`src/rtl/pagedram_ctrl.sv`:
```
module pagedram_ctrl #(
  parameter int ROW_W  = 4,
  parameter int COL_W  = 3,
  parameter int DATA_W = 16,
  parameter int LEN_W  = 3,
  parameter int T_ROW  = 6,
  parameter int T_COL  = 3,
  parameter int T_REF  = 150,
  parameter int T_RFC  = 4
) (
  input  logic                     clk,
  input  logic                     rst_n,
  input  logic                     req_valid,
  output logic                     req_ready,
  input  logic [ROW_W+COL_W-1:0]   req_addr,
  input  logic                     req_write,
  input  logic [LEN_W-1:0]         req_len,
  input  logic [DATA_W-1:0]        wr_data,
  output logic                     wr_next,
  output logic                     rd_valid,
  output logic [DATA_W-1:0]        rd_data,
  output logic                     burst_err,
  output logic [(ROW_W > COL_W ? ROW_W : COL_W)-1:0] mem_addr,
  output logic                     row_strb,
  output logic                     col_strb,
  output logic                     mem_write,
  output logic                     mem_refresh,
  output logic [DATA_W-1:0]        mem_dq_out,
  input  logic [DATA_W-1:0]        mem_dq_in
);
  localparam int PA_W = (ROW_W > COL_W) ? ROW_W : COL_W;
  localparam int NCOL = 1 << COL_W;
  localparam int WW   = ((COL_W > LEN_W) ? COL_W : LEN_W) + 1;
  localparam int TMAX = (T_ROW > T_RFC) ? T_ROW : T_RFC;
  localparam int TW   = $clog2(TMAX + 1);
  localparam int RW   = $clog2(T_REF + 1);

  typedef enum logic [2:0] {S_IDLE, S_CLOSE, S_ROW, S_COL, S_REF} st_t;

  st_t              st;
  logic [TW-1:0]    cnt;
  logic [ROW_W-1:0] row_q, open_row;
  logic [COL_W-1:0] col_q;
  logic [WW-1:0]    left_q;
  logic             we_q, open_q, go_ref, ref_pend;
  logic [RW-1:0]    ref_cnt;
  logic             rd_v_q, err_q;
  logic [DATA_W-1:0] rd_q;

  wire [ROW_W-1:0] in_row = req_addr[ROW_W+COL_W-1:COL_W];
  wire [COL_W-1:0] in_col = req_addr[COL_W-1:0];
  wire [WW-1:0]    room   = WW'(NCOL) - WW'(in_col);
  wire [WW-1:0]    want   = WW'(req_len) + WW'(1);
  wire             cut    = want > room;

  assign req_ready   = (st == S_IDLE) && !ref_pend;
  assign row_strb    = (st == S_ROW) || (st == S_COL) || ((st == S_IDLE) && open_q);
  assign col_strb    = (st == S_COL) && (cnt != '0);
  assign mem_write   = col_strb && we_q;
  assign wr_next     = (st == S_COL) && (cnt == TW'(1)) && we_q;
  assign mem_refresh = (st == S_REF);
  assign mem_dq_out  = wr_data;
  assign mem_addr    = (st == S_COL) ? PA_W'(col_q) : PA_W'(row_q);
  assign rd_valid    = rd_v_q;
  assign rd_data     = rd_q;
  assign burst_err   = err_q;

  always_ff @(posedge clk) begin
    if (!rst_n) begin
      st <= S_IDLE;  cnt <= '0;  row_q <= '0;  open_row <= '0;  col_q <= '0;
      left_q <= '0;  we_q <= 1'b0;  open_q <= 1'b0;  go_ref <= 1'b0;
      ref_pend <= 1'b0;  ref_cnt <= '0;  rd_v_q <= 1'b0;  err_q <= 1'b0;  rd_q <= '0;
    end else begin
      rd_v_q <= 1'b0;
      err_q  <= 1'b0;
      if (ref_cnt == RW'(T_REF - 1)) begin
        ref_cnt  <= '0;
        ref_pend <= 1'b1;
      end else begin
        ref_cnt <= ref_cnt + RW'(1);
      end
      case (st)
        S_IDLE: begin
          if (ref_pend) begin
            if (open_q) begin
              st <= S_CLOSE;  go_ref <= 1'b1;
            end else begin
              st <= S_REF;  cnt <= TW'(T_RFC - 1);
            end
          end else if (req_valid) begin
            row_q  <= in_row;
            col_q  <= in_col;
            we_q   <= req_write;
            left_q <= cut ? room : want;
            err_q  <= cut;
            if (open_q && open_row == in_row) begin
              st <= S_COL;  cnt <= TW'(T_COL - 1);
            end else if (open_q) begin
              st <= S_CLOSE;  go_ref <= 1'b0;
            end else begin
              st <= S_ROW;  cnt <= TW'(T_ROW - T_COL - 1);
            end
          end
        end
        S_CLOSE: begin
          open_q <= 1'b0;
          if (go_ref) begin
            st <= S_REF;  cnt <= TW'(T_RFC - 1);
          end else begin
            st <= S_ROW;  cnt <= TW'(T_ROW - T_COL - 1);
          end
        end
        S_ROW: begin
          if (cnt == '0) begin
            st <= S_COL;  cnt <= TW'(T_COL - 1);
            open_q <= 1'b1;  open_row <= row_q;
          end else begin
            cnt <= cnt - TW'(1);
          end
        end
        S_COL: begin
          if (cnt == TW'(1) && !we_q) begin
            rd_v_q <= 1'b1;
            rd_q   <= mem_dq_in;
          end
          if (cnt == '0) begin
            if (left_q == WW'(1)) begin
              st <= S_IDLE;
            end else begin
              left_q <= left_q - WW'(1);
              col_q  <= col_q + COL_W'(1);
              cnt    <= TW'(T_COL - 1);
            end
          end else begin
            cnt <= cnt - TW'(1);
          end
        end
        S_REF: begin
          if (cnt == '0) begin
            st <= S_IDLE;  ref_pend <= 1'b0;
          end else begin
            cnt <= cnt - TW'(1);
          end
        end
        default: st <= S_IDLE;
      endcase
    end
  end


  col_after_row_chk: assert property (@(posedge clk) disable iff (!rst_n)
    $rose(col_strb) |-> $past(row_strb));

  row_held_chk: assert property (@(posedge clk) disable iff (!rst_n)
    $fell(col_strb) |-> row_strb);

  col_addr_stable_chk: assert property (@(posedge clk) disable iff (!rst_n)
    (col_strb && $past(col_strb)) |-> $stable(mem_addr));

  ref_row_closed_chk: assert property (@(posedge clk) disable iff (!rst_n)
    $rose(mem_refresh) |-> !$past(row_strb));

  rd_after_col_chk: assert property (@(posedge clk) disable iff (!rst_n)
    rd_valid |-> $past(col_strb));

  err_on_accept_chk: assert property (@(posedge clk) disable iff (!rst_n)
    burst_err |-> $past(req_valid && req_ready));
endmodule

```
`config.mk`:
```
export PLATFORM = sky130hd
export DESIGN_NAME = pagedram_ctrl
export DESIGN_NICKNAME = d
export VERILOG_FILES = /design/src/rtl/pagedram_ctrl.sv
export SDC_FILE = /design/constraint.sdc
export NUM_CORES = 1
export LEC_CHECK = 0
export ABC_AREA = 1
export CAP_MARGIN = 10
export CORE_AREA = 2 2 92 68
export DETAILED_ROUTE_END_ITERATION = 16
export DIE_AREA = 0 0 94 70
export PLACE_DENSITY = 0.85
export REMOVE_ABC_BUFFERS = 1
export SLEW_MARGIN = 15
export SYNTH_ARGS = -nofsm -noshare
export SYNTH_HDL_FRONTEND = slang
export SYNTH_SLANG_ARGS = --single-unit
```
`constraint.sdc`:
```
create_clock -name clk -period 3.7 [get_ports clk]
set_input_delay 0.74 -clock clk [delete_from_list [all_inputs] [get_ports clk]]
set_output_delay 0.74 -clock clk [all_outputs]
set_load 0.05 [all_outputs]
```
==> After elaboration in Yosys (flattened, before gate mapping) <==
Cells that the tools add are included.
Widths: inputs -> output; s select.
{ "totals": {"mem_count": 0, "elab_cells": 123, "latch_bits": 0, "input_bits": 46, "romBits": 0, "ramBits": 0, "ff_bits": 51} }
{ "classes": {"n_eq_ne": 22, "n_reduce_logical": 31, "n_mul": 0, "div": 0, "n_addsub": 6, "bitwise_logic": 4, "mux": 45, "n_lt_le_gt_ge": 1, "shifts": 0} }
{ "op_table": {"columns": ["operator", "count"], "rows": [
  ["$mux 3", 21],
  ["$pmux 3 s5", 2],
  ["$mux 4", 6],
  ["$reduce_and 5->1", 3],
  ["$ne 2x2->1 const B", 6],
  ["$mux 1", 11],
  ["$ne 3x3->1 const B", 3],
  ["$add 8x1->8 const B", 1],
  ["$eq 8x8->1 const B", 1],
  ["$logic_and 1x1->1", 8],
  ["$ne 2x1->1 const B", 4],
  ["$pmux 4 s2", 1],
  ["$reduce_and 2->1", 4],
  ["$reduce_bool 2->1", 4],
  ["$eq 3x1->1 const B", 2],
  ["$eq 3x2->1 const B", 2],
  ["$logic_not 3->1", 2],
  ["$pmux 3 s2", 1],
  ["$reduce_and 6->1", 1],
  ["$reduce_bool 5->1", 1],
  ["$add 3x1->4 const B", 1],
  ["$eq 4x1->1 const B", 1],
  ["$eq 4x4->1", 1],
  ["$gt 4x4->1", 1],
  ["15 further kinds", 21]
]} }

==> Longest topological paths before layout <==
Gate-level depths: netlist (run 1).
{ "depth": {"ltp_word": 6, "ltp_mapped": 13, "depth_no_buf": 13} }

==> Least setup slack after synthesis (run 1) <==
Ideal clock, no wire load.
{ "synth_timing": {"path_kind": "reg2out", "startpoint": "register st[2]", "endpoint": "output port wr_next", "slack_ps": 792, "path_stages_with_launch": 6, "arrival_ps": 2168, "path_buffers": 0, "cell_sequence": "dfxtp_1 -> inv_2 -> nand2_2 -> nor2_8 -> inv_4 -> nor4_1"} }
{ "synth_via": {"elab_chain_cells": 3} }
{ "synth_lines": {"columns": ["item", "line", "rtl"], "rows": [
  ["start: declaration", "40", "st_t st;"],
  ["start signal: assignment", "70", "st <= S_IDLE; cnt <= '0; row_q <= '0; open_row <= '0; col_q <= '0;"],
  ["start signal: assignment", "86", "st <= S_CLOSE; go_ref <= 1'b1;"],
  ["start signal: assignment", "88", "st <= S_REF; cnt <= TW'(T_RFC - 1);"],
  ["$eq 3x2->1", "60", "assign wr_next = (st == S_COL) && (cnt == TW'(1)) && we_q;"],
  ["$logic_and 1x1->1 (2 in a row)", "60", null],
  ["end: declaration", "19", "output logic wr_next,"]
]} }
No other way between the ends.

==> Final worst setup path (run 1) <==
{ "layout_timing": {"startpoint": "register st[1]", "endpoint": "output port wr_next"} }
The elaborated chain is that of the path after synthesis.

==> out/summary.txt, run 1 <==
Ratio of routed vias to standard cells - 5.002
Setup Viol. Count Final - 0
Setup repair after global routing missed its margin - no
DR WL/cell - 12.68 um
Distinct cell type count after synthesis - 27
Later-pin clock latency in the skew report - 0.32 ns
Placement-stage worst setup slack - 0.6200 ns
Post-layout instance area - 3368 sq um
Number of clock sinks seen by CTS - 51
Hold Path Sink - open_row[2]
Final GP Congestion - 0.8896
Final Hold Fails - 0
Sum Neg Setup Slack - 0 ns
Dominant combinational cell family by area after synthesis - simple AND/OR/NAND/NOR gates
Simple logic cell fraction of the synthesized area - 0.2602
DRC marker count from the first detailed-route iteration - 107
Overall via count from detail_route - 2566
Number of global-route vias before repair - 2364
Kind of start point of the critical path - flip-flop
Total detailed-routing wirelength - 6507 um
Clock buffer count from CTS - 5
Largest net degree at the start of global routing - 38
Placeable core region - 5856 sq um
Synthesis-stage register bit count - 51
Placement Cell Area - 3273 sq um
Final cell utilization of the core - 0.5752
Filler instances - 536
Synthesized-area fraction occupied by xor and xnor cells - 0.02543
Share of the cycle needed by the critical path after routing - 0.8464
Count of TritonRoute iterations in the first routing pass - 4
Met3 layer usage reported by global route - 0.07120
Count of H-tree levels built during CTS - 2
Die outline height - 70 um
Area delta synth->final - 22.25%
I/O pin cnt - 90
Switching power of the nets - 0.8397 mW
Post-Synthesis Cells - 392
Cells on Worst Hold Path - 2
Number of port buffers - 57
Root cell of the clock tree - sky130_fd_sc_hd__clkbuf_8
Met1 routing resource usage after global routing - 0.2579
FF-to-FF path depth - 10
Final worst path period need - 3.132 ns
Switching part of the total power - 0.4417
TritonCTS clock tree - done
Instance count after placement with tap cells included - 505
CTS Buffer Depth - 2
Terminus of the critical flop-to-flop path - st[0]
Busiest metal layer after global routing - met2
Clock slew at reported path FFs - 0.10 ns
Post-layout power - 1.901 mW
Source of the worst register-to-register timing path - cnt[0]
Area occupied by multi-input gates - 1394 sq um
Peak supply drop - 0.3181 mV
Worst hold start - open_row[2]
Met2 Usage GRT - 0.3175
Synthesized area divided by synthesized cell count - 7.028 sq um
Portion of netlist area occupied by mux cells - 0
Number of inserted diodes - 0
Total of max-cap violations - 0
Synthesized-area fraction occupied by adder cells - 0.06358
Antenna violation net count after detailed routing - 0
Sequential fraction of the synthesis area - 0.3706
Final max-slew violation count - 0
Die Footprint - 6580 sq um
Hold_buf cts - 0
Data arrival at the endpoint of the critical path - 2.39 ns
Crit path required time - 2.96 ns
Clock network fraction of total power - 0.183
Final worst-path setup slack - 0.5683 ns
Overflow left after global routing - 0
Register-to-Register Setup Slack - 1.99 ns
Fin nets - 494
Run status - completed
Die span in x - 94 um
Sequential fraction of design power - 0.369
Max transition margin - 0.6507
Int Power - 1.061 mW
Post-Route Hold Slack - 0.4811 ns
Crit Path Max Fanout - 15
Path category of the worst min-delay check - flip-flop to flip-flop
First element of the critical path - st[1]
Number of antenna violations at the first check in global routing - 0
Cell area after technology mapping - 2755 sq um
Transition time of the tightest slew-check pin - 0.5223 ns
Wire length of the first global-routing pass - 10630 um
Max frequency - 319.3 MHz
Register cell area after layout - 1021 sq um
Final Skew - 0.01049 ns
Ratio of cells with drive above 1 in the final layout - 0.05747
Initial Util - 0.4705
Syn. warnings - 0
Power share of the combinational group - 0.449
Fin cells - 513
Endpoint type of the worst setup path - output pin
Compound-gate portion of the synthesized area - 0.1567
Post-CTS repair timing setup buffer count - 0
Detailed Place HPWL - 4837 um
Pwr Density - 564.4 nW/um^2
Quantity of gates resized following cts - 0
Gr usage total - 0.2000
DRC errors left - 0
Placement row count - 24
Leak - 1.495 nW
Critical path class - flip-flop to output pin
cell usage in the layout (no fill, tap or decap), types with 2 or more instances in the layout:
master	count
sky130_fd_sc_hd__o21ai_0	48
sky130_fd_sc_hd__xor2_1	6
sky130_fd_sc_hd__inv_6	2
sky130_fd_sc_hd__clkdlybuf4s50_1	57
sky130_fd_sc_hd__inv_2	6
sky130_fd_sc_hd__nor2_1	64
sky130_fd_sc_hd__dfxtp_1	51
sky130_fd_sc_hd__nand3_1	20
sky130_fd_sc_hd__nand2_1	65
sky130_fd_sc_hd__a21oi_1	29
sky130_fd_sc_hd__inv_1	41
sky130_fd_sc_hd__xnor2_1	2
sky130_fd_sc_hd__clkbuf_8	5
sky130_fd_sc_hd__ha_1	14
sky130_fd_sc_hd__o21a_1	2
sky130_fd_sc_hd__nor3_1	6
sky130_fd_sc_hd__nor2_2	2
sky130_fd_sc_hd__nand2_4	3
state kept, by name, indices dropped and copies added, names as in the netlist:
name	count
ref_cnt	8
rd_valid	1
col_q	3
row_q	4
left_q	4
go_ref	1
rd_data	16
cnt	3
we_q	1
ref_pend	1
open_row	4
st	3
open_q	1
burst_err	1
power groups by stage:
| stage | registers [mW] | logic (mW) | clock network, mW |
|---|---|---|---|
| final | 0.701 | 0.853 | 0.347 |
| after CTS | 0.699 | 0.851 | 0.355 |
| after global placement | 0.705 | 0.824 | 0 |
| after floorplan | 0.713 | 0.609 | 0 |
| after global routing | 0.712 | 0.950 | 0.374 |
| after detailed placement | 0.710 | 0.845 | 0 |
worst max-delay path, cell delays in order, from the launching register on:
cell and delay (ns):
sky130_fd_sc_hd__dfxtp_1 0.43, sky130_fd_sc_hd__nand2_2 0.15, sky130_fd_sc_hd__nor2_8 0.26, sky130_fd_sc_hd__inv_4 0.11, sky130_fd_sc_hd__nor4_1 0.23, sky130_fd_sc_hd__clkdlybuf4s50_1 0.88
cell families after synthesis:
| family | count (synthesis) |
|---|---|
| AND/OR/NAND/NOR | 166 |
| AO/OA/AOI/OAI | 82 |
| buffers and inverters | 71 |
| flip-flops | 51 |
| adder cells (fa/ha/maj) | 14 |
| XOR/XNOR | 8 |
how the worst max path moves through the flow:
stage | cells past startpoint | to | slack (ns)
after floorplan | 5 | wr_next | 0.73
after global placement | 11 | left_q[3] | 0.74
after detailed placement | 11 | left_q[0] | 0.62
after CTS | 5 | wr_next | 0.57
after global routing | 5 | wr_next | 0.44
final | 5 | wr_next | 0.57
layout make-up:
type | count | area share
multi-input cells | 270 | 0.4138
repair buffers | 58 | 0.1716
flip-flops and latches | 51 | 0.3031
well taps | 78 | 0.02897
clock inverters | 3 | 0.007801
inverters | 48 | 0.05423
clock buffers | 5 | 0.02043
synth_stat cells:
library cell	number	area (sq um)
sky130_fd_sc_hd__nand2_2	1	6.260
sky130_fd_sc_hd__xor2_1	6	52.55
sky130_fd_sc_hd__dfxtp_1	51	1021
sky130_fd_sc_hd__inv_1	41	153.9
sky130_fd_sc_hd__buf_4	19	142.6
sky130_fd_sc_hd__nand4_1	1	6.260
sky130_fd_sc_hd__inv_4	1	6.260
sky130_fd_sc_hd__nor2_4	1	11.26
sky130_fd_sc_hd__nor2_2	2	12.51
sky130_fd_sc_hd__nor3_1	6	30.03
sky130_fd_sc_hd__o21ai_0	48	240.2
sky130_fd_sc_hd__inv_2	6	22.52
sky130_fd_sc_hd__nand2_4	3	33.78
sky130_fd_sc_hd__nor4_1	1	6.260
sky130_fd_sc_hd__nand2_1	65	244.0
sky130_fd_sc_hd__clkbuf_1	4	15.01
sky130_fd_sc_hd__o21a_1	2	15.01
sky130_fd_sc_hd__o211ai_1	1	7.510
sky130_fd_sc_hd__nor2_8	1	20.02
sky130_fd_sc_hd__a21oi_4	1	16.27
sky130_fd_sc_hd__nand3_1	20	100.1
sky130_fd_sc_hd__xnor2_1	2	17.52
sky130_fd_sc_hd__or2_0	1	6.260
sky130_fd_sc_hd__ha_1	14	175.2
sky130_fd_sc_hd__nor2_1	64	240.2
sky130_fd_sc_hd__a211oi_1	1	7.510
sky130_fd_sc_hd__a21oi_1	29	145.1
metal layers:
metal	part of all wire	routed length (um)
met5	0	0
met4	0.0095	62
met3	0.083	542
met2	0.44	2837
met1	0.47	3064
Power figures use the tool's default switching activity.
==> run 2: changes to the inputs <==
CORE_AREA = 2 2 96 70   (was 2 2 92 68)
DIE_AREA = 0 0 98 72   (was 0 0 94 70)
PLACE_DENSITY = 0.8   (was 0.85)
clock period = 2.9 ns   (was 3.7 ns; I/O delays follow)
==> out/summary.txt, run 2 (same netlist as run 1, synthesis figures left out) <==
Final worst-path setup slack - 0.2345 ns (-0.3339 ns)
Crit path required time - 2.32 ns (-0.64 ns)
Final max-slew violation count - 0 (unchanged)
Number of antenna violations at the first check in global routing - 0 (unchanged)
Run status - completed
Root cell of the clock tree - sky130_fd_sc_hd__clkbuf_8
Antenna violation net count after detailed routing - 0 (unchanged)
Placeable core region - 6096 sq um (+4.1%)
Area occupied by multi-input gates - 1394 sq um (unchanged)
Ratio of routed vias to standard cells - 5.158 (+3.1%)
Max frequency - 375.2 MHz
Cells on Worst Hold Path - 2 (unchanged)
Number of inserted diodes - 0 (unchanged)
Most Frequent Cell on Critical Path - sky130_fd_sc_hd__nand2_1
Crit Path Max Fanout - 15 (unchanged)
Die outline height - 72 um (+2.9%)
CTS Buffer Depth - 2 (unchanged)
Leak - 1.609 nW (+7.6%)
Placement Cell Area - 3281 sq um (+0.23%)
Max transition margin - 0.6441 (-0.006621)
Number of flip-flops in the largest register - 16 (unchanged)
Fin cells - 514 (+0.19%)
FF-to-FF path depth - 10 (unchanged)
Register cell area after layout - 1021 sq um (unchanged)
Setup repair after global routing missed its margin - no
Wire length on met2 - 2669 um (-5.9%)
DR WL/cell - 12.68 um (about the same)
Number of port buffers - 57 (unchanged)
Filler instances - 570 (+6.3%)
Total detailed-routing wirelength - 6516 um (+0.14%)
Fin nets - 495 (+0.20%)
Final GP Congestion - 0.8884 (-0.13%)
Largest delay contributor family on the critical path - buffers and inverters
Path category of the worst min-delay check - flip-flop to flip-flop
Detailed Place HPWL - 4843 um (+0.12%)
Peak supply drop - 0.2957 mV (-7.0%)
Hold_buf cts - 0 (unchanged)
Wl on met1 - 3160 um (+3.1%)
DRC marker count from the first detailed-route iteration - 157 (+47%)
Final worst path period need - 2.666 ns
Amount of wire on met3 after detailed routing - 625 um (+15%)
Critical path class - flip-flop to output pin
Wire length of the first global-routing pass - 11120 um (+4.5%)
Initial Util - 0.4520 (-0.01854)
Final Skew - 0.005548 ns (-0.004943 ns)
Largest net degree at the start of global routing - 37 (-2.6%)
Count of TritonRoute iterations in the first routing pass - 4 (unchanged)
Most frequent standard cell in the layout excluding fill and tap cells - sky130_fd_sc_hd__nand2_1
Area delta synth->final - 23.84%
CP Buf/Inv Count - 1 (-1)
Transition time of the tightest slew-check pin - 0.5322 ns (+0.009900 ns)
Kind of start point of the critical path - flip-flop
Register-to-Register Setup Slack - 1.15 ns (-0.84 ns)
Share of the cycle needed by the critical path after routing - 0.9191
DRC errors left - 0 (unchanged)
TritonCTS clock tree - done
Die span in x - 98 um (+4.3%)
Clock buffer count from CTS - 5 (unchanged)
Post-Route Hold Slack - 0.4776 ns (-0.003418 ns)
Sum Neg Setup Slack - 0 ns (unchanged)
Overflow left after global routing - 0 (unchanged)
Endpoint type of the worst setup path - output pin
Total of max-cap violations - 0 (unchanged)
Number of clock sinks seen by CTS - 51 (unchanged)
Die Footprint - 7056 sq um (+7.2%)
Setup Viol. Count Final - 0 (unchanged)
Highest metal layer used by the detailed router - met4
Placement-stage worst setup slack - 0.1889 ns (-0.4311 ns)
I/O pin cnt - 90 (unchanged)
Gr usage total - 0.1910 (-0.009025)
CP max-delay cell - sky130_fd_sc_hd__clkdlybuf4s50_1
Final Hold Fails - 0 (unchanged)
Pwr Density - 733.1 nW/um^2 (+30%)
Stages on worst setup path - 5 (unchanged)
Leading cell types in the layout, fill and taps excluded - sky130_fd_sc_hd__nand2_1 (65), sky130_fd_sc_hd__nor2_1 (64), sky130_fd_sc_hd__dfxtp_1 (51), sky130_fd_sc_hd__clkdlybuf4s50_1 (51), sky130_fd_sc_hd__o21ai_0 (48)
Instance count after placement with tap cells included - 506 (+0.20%)
Post-layout instance area - 3412 sq um (+1.3%)
Number of global-route vias before repair - 2473 (+4.6%)
Placement row count - 24 (unchanged)
Overall via count from detail_route - 2651 (+3.3%)
Ordered list of cells on the worst path - nand2_2, nor2_8, nand2_1, nand2_1, clkdlybuf4s50_1
Slowest Stage Delay on Critical Path - 0.80 ns (-0.08 ns)
Clock slew at reported path FFs - 0.10 ns (about the same)
Ratio of cells with drive above 1 in the final layout - 0.05963 (+0.002162)
Later-pin clock latency in the skew report - 0.31 ns (about the same)
Count of H-tree levels built during CTS - 2 (unchanged)
Data arrival at the endpoint of the critical path - 2.09 ns (-0.30 ns)
==> run 2: layout make-up <==
type / instances / share of cell area
clock inverter: 3 / 0.01393
clock buffer: 5 / 0.02017
inverter: 48 / 0.05354
timing repair buffer: 59 / 0.1760
tap: 78 / 0.02860
sequential: 51 / 0.2992
multi-input combinational: 270 / 0.4085
==> run 2: metrics by stage <==
step                      total power [mW]    util
after detailed placement             1.991  0.5382
after global placement               1.960  0.5382
after floorplan                      1.686       -
after CTS                            2.512  0.5573
final                                2.501  0.5597
after global routing                 2.688  0.5597
==> run 2: power by group <==
group / leakage (nW) / total [mW] / internal, mW / switching, mW
Combinational: 1.13 / 1.10 / 0.370 / 0.729
Sequential: 0.416 / 0.888 / 0.809 / 0.0794
Clock: 0.0587 / 0.514 / 0.262 / 0.252
==> run 2: worst paths after layout <==
check | start | endpoint
hold / removal | open_row[1] | open_row[1]
hold reg to reg | open_row[1] | open_row[1]
setup reg to reg | cnt[0] | st[1]
setup / recovery | st[1] | mem_addr[1]
==> run 2: routing by layer <==
| metal | track usage | up-vias |
|---|---|---|
| met3 | 0.06647 | 7 |
| li1 | - | 1328 |
| met5 | 0 | - |
| met1 | 0.2590 | 1203 |
| met4 | 0.05093 | 0 |
| met2 | 0.2930 | 113 |
==> run 2: worst min-delay path, delay by kind of cell, from the launching register on <==
kind | cells | cell delay (ns)
buffers and inverters | 1 | 0.06
AOI/OAI and AO/OA | 1 | 0.06
DFF | 1 | 0.32
==> run 2: timing repair <==
item                                    4_1_cts  5_1_grt
resized for setup                             0        6
endpoints found under the setup margin        0        6
buffers inserted                              0        0
